File: src/rtl/mchg_pkg.sv
package mchg_pkg;
  localparam int unsigned N_LINES  = 2;
  localparam int unsigned LN_CTS   = 0;
  localparam int unsigned LN_DSR   = 1;
  localparam int unsigned STAT_W   = 8;
  localparam int unsigned SYNC_DEF = 2;
endpackage

File: src/rtl/mchg_rst_sync.sv
module mchg_rst_sync #(
  parameter int unsigned STAGES = 2
) (
  input  logic clk,
  input  logic arst_n,
  output logic srst_n
);
  logic [STAGES-1:0] chain_q;
  logic [STAGES-1:0] chain_d;

  always_comb begin
    chain_d = {chain_q[STAGES-2:0], 1'b1};
  end

  always_ff @(posedge clk or negedge arst_n) begin
    if (!arst_n) chain_q <= '0;
    else         chain_q <= chain_d;
  end

  assign srst_n = chain_q[STAGES-1];
endmodule

File: src/rtl/mchg_sync.sv
module mchg_sync #(
  parameter int unsigned WIDTH  = 2,
  parameter int unsigned STAGES = 2
) (
  input  logic             clk,
  input  logic             rst_n,
  input  logic [WIDTH-1:0] pin_i,
  output logic [WIDTH-1:0] sync_o
);
  // Idle level of active-low pins is 1: reset the chain there so that
  // leaving reset with idle pins produces no change event.
  logic [WIDTH-1:0] stg_q [STAGES];
  logic [WIDTH-1:0] stg_d [STAGES];

  always_comb begin
    stg_d[0] = pin_i;
  end

  for (genvar s = 1; s < STAGES; s++) begin : g_stage
    always_comb begin
      stg_d[s] = stg_q[s-1];
    end
  end

  for (genvar s = 0; s < STAGES; s++) begin : g_reg
    always_ff @(posedge clk or negedge rst_n) begin
      if (!rst_n) stg_q[s] <= '1;
      else        stg_q[s] <= stg_d[s];
    end
  end

  assign sync_o = stg_q[STAGES-1];
endmodule

File: src/rtl/mchg_edge.sv
module mchg_edge #(
  parameter int unsigned WIDTH = 2
) (
  input  logic             clk,
  input  logic             rst_n,
  input  logic [WIDTH-1:0] lvl_i,
  output logic             any_chg_o
);
  logic [WIDTH-1:0] prev_q;
  logic [WIDTH-1:0] prev_d;
  logic [WIDTH-1:0] diff;

  always_comb begin
    prev_d = lvl_i;
    diff   = lvl_i ^ prev_q;
  end

  always_ff @(posedge clk or negedge rst_n) begin
    if (!rst_n) prev_q <= '1;
    else        prev_q <= prev_d;
  end

  assign any_chg_o = |diff;
endmodule

File: src/rtl/mchg_flag.sv
module mchg_flag (
  input  logic clk,
  input  logic rst_n,
  input  logic set_i,
  input  logic clr_i,
  output logic flag_o
);
  logic flag_q;
  logic flag_d;

  // Set wins over clear so a change coinciding with a read survives.
  always_comb begin
    flag_d = flag_q;
    if (clr_i) flag_d = 1'b0;
    if (set_i) flag_d = 1'b1;
  end

  always_ff @(posedge clk or negedge rst_n) begin
    if (!rst_n) flag_q <= 1'b0;
    else        flag_q <= flag_d;
  end

  assign flag_o = flag_q;

  AST_CHG_SETS_FLAG: assert property (@(posedge clk) disable iff (!rst_n)
    set_i |=> flag_q);
  AST_FLAG_HOLDS: assert property (@(posedge clk) disable iff (!rst_n)
    (flag_q && !clr_i) |=> flag_q);
  AST_READ_CLEARS: assert property (@(posedge clk) disable iff (!rst_n)
    (clr_i && !set_i) |=> !flag_q);
  AST_NO_SPURIOUS_FLAG: assert property (@(posedge clk) disable iff (!rst_n)
    (!flag_q && !set_i) |=> !flag_q);
endmodule

File: src/rtl/modem_chg_irq.sv
module modem_chg_irq
  import mchg_pkg::*;
#(
  parameter int unsigned STAT_BITS   = STAT_W,
  parameter int unsigned SYNC_STAGES = SYNC_DEF
) (
  input  logic                 clk,
  input  logic                 rst_n,
  input  logic                 cts_n_i,
  input  logic                 dsr_n_i,
  input  logic                 stat_rd_i,
  input  logic                 mien_i,
  input  logic                 gien_i,
  output logic [STAT_BITS-1:0] mstat_o,
  output logic                 chg_flag_o,
  output logic                 irq_o
);
  logic               srst_n;
  logic [N_LINES-1:0] pins_n;
  logic [N_LINES-1:0] sync_n;
  logic               any_chg;
  logic               flag;

  always_comb begin
    pins_n         = '1;
    pins_n[LN_CTS] = cts_n_i;
    pins_n[LN_DSR] = dsr_n_i;
  end

  mchg_rst_sync #(.STAGES(2)) u_rst (
    .clk    (clk),
    .arst_n (rst_n),
    .srst_n (srst_n)
  );

  mchg_sync #(.WIDTH(N_LINES), .STAGES(SYNC_STAGES)) u_sync (
    .clk    (clk),
    .rst_n  (srst_n),
    .pin_i  (pins_n),
    .sync_o (sync_n)
  );

  mchg_edge #(.WIDTH(N_LINES)) u_edge (
    .clk       (clk),
    .rst_n     (srst_n),
    .lvl_i     (sync_n),
    .any_chg_o (any_chg)
  );

  mchg_flag u_flag (
    .clk    (clk),
    .rst_n  (srst_n),
    .set_i  (any_chg),
    .clr_i  (stat_rd_i),
    .flag_o (flag)
  );

  always_comb begin
    mstat_o              = '0;
    mstat_o[N_LINES-1:0] = ~sync_n;
  end

  assign chg_flag_o = flag;
  assign irq_o      = flag & mien_i & gien_i;
endmodule

File: config.mk
export PLATFORM = sky130hd
export DESIGN_NAME = modem_chg_irq
export DESIGN_NICKNAME = d
export VERILOG_FILES = /design/src/rtl/mchg_pkg.sv /design/src/rtl/mchg_rst_sync.sv /design/src/rtl/mchg_sync.sv /design/src/rtl/mchg_edge.sv /design/src/rtl/mchg_flag.sv /design/src/rtl/modem_chg_irq.sv
export SDC_FILE = /design/constraint.sdc
export NUM_CORES = 1
export LEC_CHECK = 0
export BUFFER_PORTS_ARGS = -buffer_cell sky130_fd_sc_hd__buf_2
export CORE_AREA = 10 10 47 49
export CTS_CLUSTER_SIZE = 24
export DETAILED_ROUTE_END_ITERATION = 6
export DIE_AREA = 0 0 57 59
export GPL_TIMING_DRIVEN = 0
export PLACE_DENSITY = 0.48
export SLEW_MARGIN = 20
export SYNTH_ARGS = -nofsm -noshare
export SYNTH_HDL_FRONTEND = slang
export SYNTH_SLANG_ARGS = --single-unit
File: constraint.sdc
create_clock -name clk -period 0.8 [get_ports clk]
set_input_delay 0.04 -clock clk [delete_from_list [all_inputs] [get_ports clk]]
set_output_delay 0.04 -clock clk [all_outputs]
set_load 0.05 [all_outputs]
==> key figures, run 1 <==
Pwr
  – P_leak: 0.265 nW
  – Pwr Density: 2040 nW/um2
  – Maximum VDD drop: 1040 uV

Detailed routing
  – WL final: 618 um
  – Post-route ant nets: 0
  – Residual DRC count: 0
  – Initial DRC Count: 3
  – Pre-antenna DRT Iters: 2
  – Via Count: 215
  – Via/cell ratio: 3.36
  – WL/cell: 9.66 um

Setup path
  – Crit path max fanout: 2
  – Crit path kind: register to output pin
  – CP Capture Type: output pin
  – Crit-path slowest cell: dfstp_2
  – CP Buf/Inv Count: 2
  – CP Cell Sequence: inv_2 > buf_6
  – Crit start category: register
  – CP Data Required Time: 760 ps
  – CP arrival: 970 ps
  – Cell family with most CP delay: flip-flops
  – Delay of the slowest cell on the worst path: 540 ps

Synth
  – Synth top area share: 0.481
  – Mapped cell area: 328 um2
  – FF+latch count, synth: 9
  – YS warnings: 0
  – Synth area leader: dfstp_2
  – Top_reg_cell synth: dfstp_2
  – Adder-Cell Fraction of Synth Area: 0
  – Largest family of logic cells by synthesized area: buffers and inverters
  – Post-synthesis mux area share: 0
  – Xor and xnor area share after synthesis: 0.0534
  – EDFF count, synth: 0
  – Seq/Total Area, Yosys: 0.710
  – Compound-gate portion of the synthesized area: 0
  – Synth unique cells: 9
  – Synth Instances: 24
  – Simple-gate portion of the synthesized area: 0.0534
  – Top cells by count, synth: buf_4, dfstp_2, dfrtp_1
  – Syn_area_per_cell: 13.7 um2
  – Post-synth ARST share: 1.00
  – Synth area leaders: dfstp_2, dfrtp_1, buf_4, xnor2_1, conb_1

Global route
  – Met1 GRT Util: 0.0269
  – Global-route wire length before repair: 986 um
  – Grt peak-use layer: met2
  – Largest net degree at the start of global routing: 8
  – Met2 Use GR: 0.0589
  – GR Overflow Total: 0
  – GRT Util Overall: 0.0397
  – Vias in the first global route: 233
  – Initial antenna violation count: 0
  – M3 GR Usage: 0.0536

Outcome
  – Failing checks: negative setup slack
  – Outcome: finished, violations left

Run
  – MaxCap Viol Count: 0

STA
  – PnR worst setup slack: -212 ps
  – Clock skew: 0.665 ps
  – RSZ-0062 raised after global routing: true
  – Final min period: 1010 ps
  – Crit share post-route: 1.27
  – Achievable frequency: 988 MHz
  – Final Hold Vio Count: 0
  – Final max-slew violation count: 0
  – Final setup fails: 5
  – Setup TNS Final: -904 ps

Clock tree
  – CTS clock-pin slew for the worst setup and hold paths: 60 ps
  – Max clock buf depth: 2
  – CTS HTree Levels: 1
  – Clock tree root buffer cell: clkbuf_4
  – CTS buffer count: 3
  – CTS tree: done
  – Clk_lat worst skew: 260 ps
  – Clock Sinks: 9

Layout
  – Layout area overhead: 61.1%
  – Share of cells above drive strength 1: 0.688
  – Ant. Diodes: 0
  – Layout net count: 56

Floorplan
  – Die ar.: 3360 um2
  – Chip width: 57 um
  – Initial cell density of the core: 0.234
  – FP Rows: 14
  – Chip height: 59 um
  – Core Area: 1400 um2
  – IO Count: 17

Placed design
  – GP Congestion: 0.534
  – Port bufs: 10
  – DP Worst Slack: -65.8 ps

Min path
  – Worst Hold Class: input pin to register
## report_power, final
part / internal (mW) / leakage, nW / total [mW] / switching (mW)
clock network: 0.184 / 0.0177 / 0.346 / 0.162
registers: 0.493 / 0.0955 / 0.510 / 0.0169
logic: 0.0871 / 0.152 / 0.223 / 0.136
total: 0.764 / 0.265 / 1.08 / 0.314
## state kept, by name, indices dropped and copies added, names as in the netlist
name           cells
u_flag.flag_o      1
u_rst.chain_q      2
u_edge.prev_q      2
u_sync.stg_d       2
u_sync.sync_o      2
## stage by stage
step	util	total power, mW	std cells	hold slack, ps	cell area (um2)
global placement	0.302	0.696	55	-173	423
detailed placement	0.302	0.698	55	-171	423
global route	0.377	1.14	64	56.8	528
floorplan	-	0.665	29	-256	353
CTS	0.375	1.10	64	53.0	526
finish	0.377	1.08	64	55.6	528
## cells by family (layout without fill, tap and decap cells)
logic type	Yosys count	after routing
other cells	2	7
xor+xnor	2	2
flops	9	9
buf+inv	8	27
simple gates	3	3
## worst paths after layout
kind	startpoint	to	slack [ps]	cells after the start
max reg2reg	u_sync.sync_o[0]	u_flag.flag_o	-150	3
min	stat_rd_i	u_flag.flag_o	60	3
max in group asynchronous	u_rst.chain_q[1]	u_edge.prev_q[1]	430	0
min reg2reg	u_rst.chain_q[1]	u_flag.flag_o	100	0
min in group asynchronous	rst_n	u_rst.chain_q[1]	90	2
max	u_sync.sync_o[0]	mstat_o[0]	-210	2
## metal layers
metal / share of wire / wire length [um]
met5: 0 / 0
met4: 0 / 0
met3: 0.20 / 124
met2: 0.49 / 304
met1: 0.31 / 189
## worst min-delay path, stage by stage
cell	delay, ps
buf_2	70
nand2b_1	90
nand3_1	70
## layout by cell type, fill, tap and decap left out
cell type / count
buf_8: 1
dfstp_2: 6
dfrtp_1: 2
buf_6: 2
buf_2: 6
and3_4: 1
xnor2_2: 1
nand3_1: 1
nand2b_1: 1
dfrtp_2: 1
buf_4: 8
dlygate4sd3_1: 3
inv_2: 2
clkinv_2: 1
clkbuf_4: 4
conb_1: 7
xnor2_1: 1
## area by class of cell
cell class	instances	area (um2)
fill	151	873
sequential	9	234
timing repair buffer	15	120
multi-input combinational	12	73.8
buffer	6	45.0
clock buffer	3	22.5
tap	16	20.0
inverter	2	7.51
clock inverter	1	5.00
## what timing repair did
| item | CTS | global route |
|---|---|---|
| endpoints found under the setup margin | 5 | 5 |
| hold endpoints to repair | 4 | 0 |
| hold buffers | 3 | 0 |
| buffers inserted | 2 | 0 |
| pin swaps | 1 | 0 |
| gates resized for setup | 10 | 1 |
(Power assumes the default switching activity.)
==> inputs of run 2 (changes only) <==
--- a/config.mk
+++ b/config.mk
@@ -11,6 +11,7 @@
 export DETAILED_ROUTE_END_ITERATION = 6
 export DIE_AREA = 0 0 57 59
 export GPL_TIMING_DRIVEN = 0
+export HOLD_SLACK_MARGIN = 0.1
 export PLACE_DENSITY = 0.48
 export SLEW_MARGIN = 20
 export SYNTH_ARGS = -nofsm -noshare
==> run 2 against run 1 <==
Net effect: the run still ends with negative setup slack left; clock skew is the same; hold slack gained 47 ps; non-clock buffer count is 2 higher; clock power about the same; via count grew 2.8%; clock-buffer cell count did not move; register-to-register slack about the same; wire length rose by 2.3%.
==> key figures, run 2 (synthesis results as in run 1) <==
STA
  – Clock skew: 0.665 ps (unchanged)
  – Setup TNS Final: -886 ps (+17.5 ps)
  – PnR worst setup slack: -212 ps (unchanged)
  – RSZ-0062 raised after global routing: true
  – Crit share post-route: 1.27 (unchanged)
  – Achievable frequency: 988 MHz (unchanged)
  – Final Hold Vio Count: 0 (unchanged)
  – Final max-slew violation count: 0 (unchanged)
  – Final min period: 1010 ps (unchanged)
  – Final setup fails: 5 (unchanged)

Clock tree
  – Clock Sinks: 9 (unchanged)
  – CTS clock-pin slew for the worst setup and hold paths: 60 ps (about the same)
  – CTS HTree Levels: 1 (unchanged)
  – Clock tree root buffer cell: clkbuf_4
  – Clk_lat worst skew: 260 ps (about the same)
  – Max clock buf depth: 2 (unchanged)
  – CTS buffer count: 3 (unchanged)
  – CTS tree: done

Layout
  – Ant. Diodes: 0 (unchanged)
  – Core Util, Final: 0.391 (+0.0143)
  – Commonest non-fill, non-tap cell in the layout: buf_4
  – Layout area overhead: 67.2%
  – Final Non-Filler Cells: 66 (+3.1%)
  – Layout net count: 58 (+3.6%)
  – Design area: 548 um2 (+3.8%)
  – Share of cells above drive strength 1: 0.660 (-0.0275)
  – Most frequent cells in the layout: buf_4, conb_1, buf_2, dfstp_2, dlygate4sd3_1

Detailed routing
  – Residual DRC count: 0 (unchanged)
  – Via/cell ratio: 3.35 (-0.32%)
  – Pre-antenna DRT Iters: 2 (unchanged)
  – WL/cell: 9.58 um (-0.83%)
  – WL final: 632 um (+2.3%)
  – Post-route ant nets: 0 (unchanged)
  – Initial DRC Count: 3 (unchanged)
  – Via Count: 221 (+2.8%)

Floorplan
  – Die ar.: 3360 um2 (unchanged)
  – FP Rows: 14 (unchanged)
  – Core Area: 1400 um2 (unchanged)
  – Chip width: 57 um (unchanged)
  – Chip height: 59 um (unchanged)
  – IO Count: 17 (unchanged)
  – Initial cell density of the core: 0.234 (unchanged)

Pwr
  – Reg power frac: 0.469 (-0.004)
  – Switching Share: 0.291 (-0.000864)
  – Clk network pwr share: 0.318 (-0.003)
  – Sw Pwr: 0.316 mW (+0.48%)
  – Maximum VDD drop: 1060 uV (+2.1%)
  – Pwr Density: 1980 nW/um2 (-2.9%)
  – Power Internal: 0.771 mW (+0.90%)
  – Gate power share: 0.213 (+0.006)
  – P_leak: 0.274 nW (+3.1%)

Placed design
  – GP Congestion: 0.534 (unchanged)
  – Cells after DPL: 55 (unchanged)
  – Port bufs: 10 (unchanged)
  – Area after DPL: 423 um2 (unchanged)

Setup path
  – Crit-path slowest cell: dfstp_2
  – CP Buf/Inv Count: 2 (unchanged)
  – CP Capture Type: output pin
  – CP arrival: 970 ps (about the same)
  – Crit start category: register
  – Crit path max fanout: 2 (unchanged)
  – Delay of the slowest cell on the worst path: 540 ps (about the same)
  – CP Data Required Time: 760 ps (about the same)
  – Reg2Reg Setup Slack: -150 ps (about the same)
  – CP Cell Sequence: inv_2 > buf_6
  – Crit path kind: register to output pin
  – Cell family with most CP delay: flip-flops

Global route
  – Initial antenna violation count: 0 (unchanged)
  – GR Overflow Total: 0 (unchanged)
  – Vias in the first global route: 233 (unchanged)
  – GRT Util Overall: 0.0397 (unchanged)
  – Largest net degree at the start of global routing: 8 (unchanged)
  – Global-route wire length before repair: 986 um (unchanged)

Outcome
  – Outcome: finished, violations left
  – Failing checks: negative setup slack

Run
  – MaxCap Viol Count: 0 (unchanged)

Min path
  – Worst Hold Class: register to asynchronous set/reset pin
## run 2: changes by cell type in the layout (fill, tap and decap cells not counted), sizes merged
| cell | change |
|---|---|
| buf | +1 |
| clkbuf | -1 |
| dlygate4sd3 | +2 |
## run 2: timing repair
action | 4_1_cts | 5_1_grt
resized for setup | 10 | 2
buffers inserted | 2 | 0
pin swaps | 1 | 0
hold buffers | 5 | 0
endpoints found under the hold margin | 5 | 0
endpoints found under the setup margin | 5 | 5
## run 2: per-layer routing
layer / part of all wire / track usage / up-vias
met5: 0 / 0 / -
met4: 0 / 0.0201 / 0
met3: 0.20 / 0.0536 / 0
met2: 0.48 / 0.0589 / 15
met1: 0.32 / 0.0269 / 98
li1: - / - / 108
## run 2: worst reg2reg max path: stages (launching register included)
cell	delay (ps)
dfstp_2	540
buf_4	110
xnor2_1	100
nand3_1	90
## run 2: worst paths after layout
path,startpoint,endpoint,cells past startpoint
setup / recovery,u_sync.sync_o[0],mstat_o[0],2
hold / removal,u_rst.chain_q[1],u_flag.flag_o,0
setup reg to reg,u_sync.sync_o[0],u_flag.flag_o,3
hold reg to reg,u_rst.chain_q[1],u_flag.flag_o,0
max in group asynchronous,rst_n,u_rst.chain_q[0],3
min in group clk,u_rst.chain_q[0],u_rst.chain_q[1],0
## run 2: area by class of cell
type,count,area [um2]
Clock buffer,3,22.5
Tap cell,16,20.0
Clock inverter,1,5.00
Inverter,2,7.51
Fill cell,149,853
Multi-Input combinational cell,12,73.8
Buffer,6,45.0
Sequential cell,9,234
Timing Repair Buffer,17,140
## run 2: power groups by stage
stage / sequential [mW] / clock, mW / combinational, mW
after CTS: 0.511 / 0.368 / 0.228
final: 0.510 / 0.346 / 0.231
after global placement: 0.518 / 0 / 0.178
after global routing: 0.513 / 0.396 / 0.243
after floorplan: 0.529 / 0 / 0.135
after detailed placement: 0.519 / 0 / 0.179
## run 2: stage by stage
stage / power, mW / hold slack [ps] / setup slack (ps)
2_1_floorplan: 0.665 / -256 / -80.0
3_3_place_gp: 0.696 / -173 / -58.4
3_5_place_dp: 0.698 / -171 / -65.8
4_1_cts: 1.11 / 111 / -224
5_1_grt: 1.15 / 127 / -250
6_report: 1.09 / 103 / -212
==> inputs of run 3 (changes only) <==
--- a/config.mk
+++ b/config.mk
@@ -6,13 +6,14 @@
 export NUM_CORES = 1
 export LEC_CHECK = 0
 export BUFFER_PORTS_ARGS = -buffer_cell sky130_fd_sc_hd__buf_2
-export CORE_AREA = 10 10 47 49
+export CORE_AREA = 2 2 39 41
 export CTS_CLUSTER_SIZE = 24
 export DETAILED_ROUTE_END_ITERATION = 6
-export DIE_AREA = 0 0 57 59
+export DIE_AREA = 0 0 41 43
 export GPL_TIMING_DRIVEN = 0
 export HOLD_SLACK_MARGIN = 0.1
 export PLACE_DENSITY = 0.48
+export SKIP_LAST_GASP = 1
 export SLEW_MARGIN = 20
 export SYNTH_ARGS = -nofsm -noshare
 export SYNTH_HDL_FRONTEND = slang
==> run 3 against run 2 <==
Net effect: the flow still finishes with violations (negative setup slack); maximum frequency is 0.97% higher; die area is 48% lower; clock power is 4% lower; final cell count stayed put; clock skew is 3.0 ps higher; register-to-register slack hardly changed; critical path depth stayed put.
==> key figures, run 3 (synthesis results as in run 1) <==
Run
  – MaxCap Viol Count: 0 (unchanged)

STA
  – RSZ-0062 raised after global routing: true
  – Achievable frequency: 997 MHz (+0.97%)
  – Final Hold Vio Count: 0 (unchanged)
  – Setup TNS Final: -841 ps (+45.8 ps)
  – Crit share post-route: 1.25 (-0.0121)
  – Final max-slew violation count: 0 (unchanged)
  – Final setup fails: 5 (unchanged)
  – Final min period: 1000 ps (-9.72 ps)
  – PnR worst setup slack: -203 ps (+9.72 ps)
  – Clock skew: 3.71 ps (+3.04 ps)
  – Min Hold Slack: 114 ps (+10.8 ps)

Detailed routing
  – Residual DRC count: 0 (unchanged)
  – Post-route ant nets: 0 (unchanged)
  – Initial DRC Count: 0 (-3)
  – Via/cell ratio: 3.20 (-4.5%)
  – Pre-antenna DRT Iters: 1 (-1)
  – WL final: 465 um (-26%)
  – Via Count: 211 (-4.5%)
  – WL/cell: 7.05 um (-26%)

Floorplan
  – Die ar.: 1760 um2 (-48%)
  – IO Count: 17 (unchanged)
  – Chip width: 41 um (-28%)
  – Initial cell density of the core: 0.237 (+0.00296)
  – Core Area: 1380 um2 (-1.2%)
  – Chip height: 43 um (-27%)
  – FP Rows: 14 (unchanged)

Layout
  – Ant. Diodes: 0 (unchanged)
  – Layout area overhead: 66.8%
  – Commonest non-fill, non-tap cell in the layout: buf_4
  – Most frequent cells in the layout: buf_4, conb_1, buf_2, dfstp_2, dlygate4sd3_1
  – Layout net count: 58 (unchanged)
  – Share of cells above drive strength 1: 0.640 (-0.0200)
  – Core Util, Final: 0.395 (+0.00405)
  – Final Non-Filler Cells: 66 (unchanged)

Setup path
  – CP Capture Type: output pin
  – Crit path kind: register to output pin
  – Crit-path slowest cell: dfstp_2
  – Delay of the slowest cell on the worst path: 540 ps (about the same)
  – Crit start category: register
  – CP arrival: 960 ps (about the same)
  – Crit path max fanout: 2 (unchanged)
  – Register-to-Register Path Depth: 3 (unchanged)
  – CP Cell Sequence: inv_2 > buf_6
  – CP Data Required Time: 760 ps (about the same)

Min path
  – Worst Hold Class: register to asynchronous set/reset pin

Pwr
  – Pwr Density: 1960 nW/um2 (-1.2%)
  – Maximum VDD drop: 869 uV (-18%)
  – Final Power: 1.07 mW (-1.4%)
  – P_leak: 0.271 nW (-1.0%)

Global route
  – Global-route wire length before repair: 648 um (-34%)
  – Vias in the first global route: 174 (-25%)
  – GR Overflow Total: 0 (unchanged)
  – GRT Util Overall: 0.0613 (+0.0215)
  – Initial antenna violation count: 0 (unchanged)
  – Largest net degree at the start of global routing: 8 (unchanged)

Clock tree
  – CTS clock-pin slew for the worst setup and hold paths: 60 ps (about the same)
  – Max clock buf depth: 2 (unchanged)
  – Clock Sinks: 9 (unchanged)
  – CTS HTree Levels: 1 (unchanged)
  – Clk_lat worst skew: 250 ps (about the same)
  – CTS buffer count: 3 (unchanged)
  – CTS tree: done
  – Clock tree root buffer cell: clkbuf_4

Outcome
  – Failing checks: negative setup slack
  – Outcome: finished, violations left

Placed design
  – Cells after DPL: 55 (unchanged)
  – GP Congestion: 0.528 (-1.1%)
  – Port bufs: 10 (unchanged)
-- run 3: cell types whose count changed in the layout (fill, tap and decap cells not counted) --
cell	delta
clkbuf_1	+1
clkinv_2	-1
-- run 3: power breakdown --
group          internal (mW)  switching (mW)
combinational         0.0939           0.135
clock                  0.191           0.142
sequential             0.493          0.0171
total                  0.778           0.294
-- run 3: metal layers --
metal | global-route usage | part of all wire | up-vias
met2 | 0.0750 | 0.47 | 13
met1 | 0.0612 | 0.39 | 89
met5 | 0 | 0 | -
met4 | 0.0400 | 0 | 0
li1 | - | - | 109
met3 | 0.0628 | 0.14 | 0
-- run 3: area by class of cell --
type	instances	area, um2
Tap cell	16	20.0
Timing Repair Buffer	17	140
Sequential cell	9	234
Clock buffer	4	26.3
Multi-Input combinational cell	12	73.8
Buffer	6	45.0
Fill cell	145	837
Inverter	2	7.51
-- run 3: path summary, 6_finish.rpt --
kind                             startpoint               end  slack (ps)
max reg2reg                u_sync.sync_o[1]     u_flag.flag_o        -160
min in group clk           u_rst.chain_q[0]  u_rst.chain_q[1]         350
max                        u_sync.sync_o[1]        mstat_o[1]        -200
max in group asynchronous             rst_n  u_rst.chain_q[1]          50
min reg2reg                u_rst.chain_q[1]     u_flag.flag_o         110
min                        u_rst.chain_q[1]     u_flag.flag_o         110
-- run 3: through the flow --
step                      cell area (um2)  worst slack (ps)
after global placement                423             -57.1
after detailed placement              423             -69.0
after CTS                             539              -220
after global routing                  547              -240
final                                 547              -203
after floorplan                       353             -80.0
-- run 3: worst max-delay path: cells and delay by family, from the launching register on --
| kind | cells | cell delay [ps] |
|---|---|---|
| buf+inv | 2 | 170 |
| flops | 1 | 540 |
-- run 3: what timing repair did --
action                                  in CTS  in global routing
gates resized for setup                     10                  1
pin swaps                                    1                  1
endpoints found under the setup margin       5                  5
buffers inserted                             2                  0
hold buffers                                 5                  0
hold endpoints to repair                     5                  0
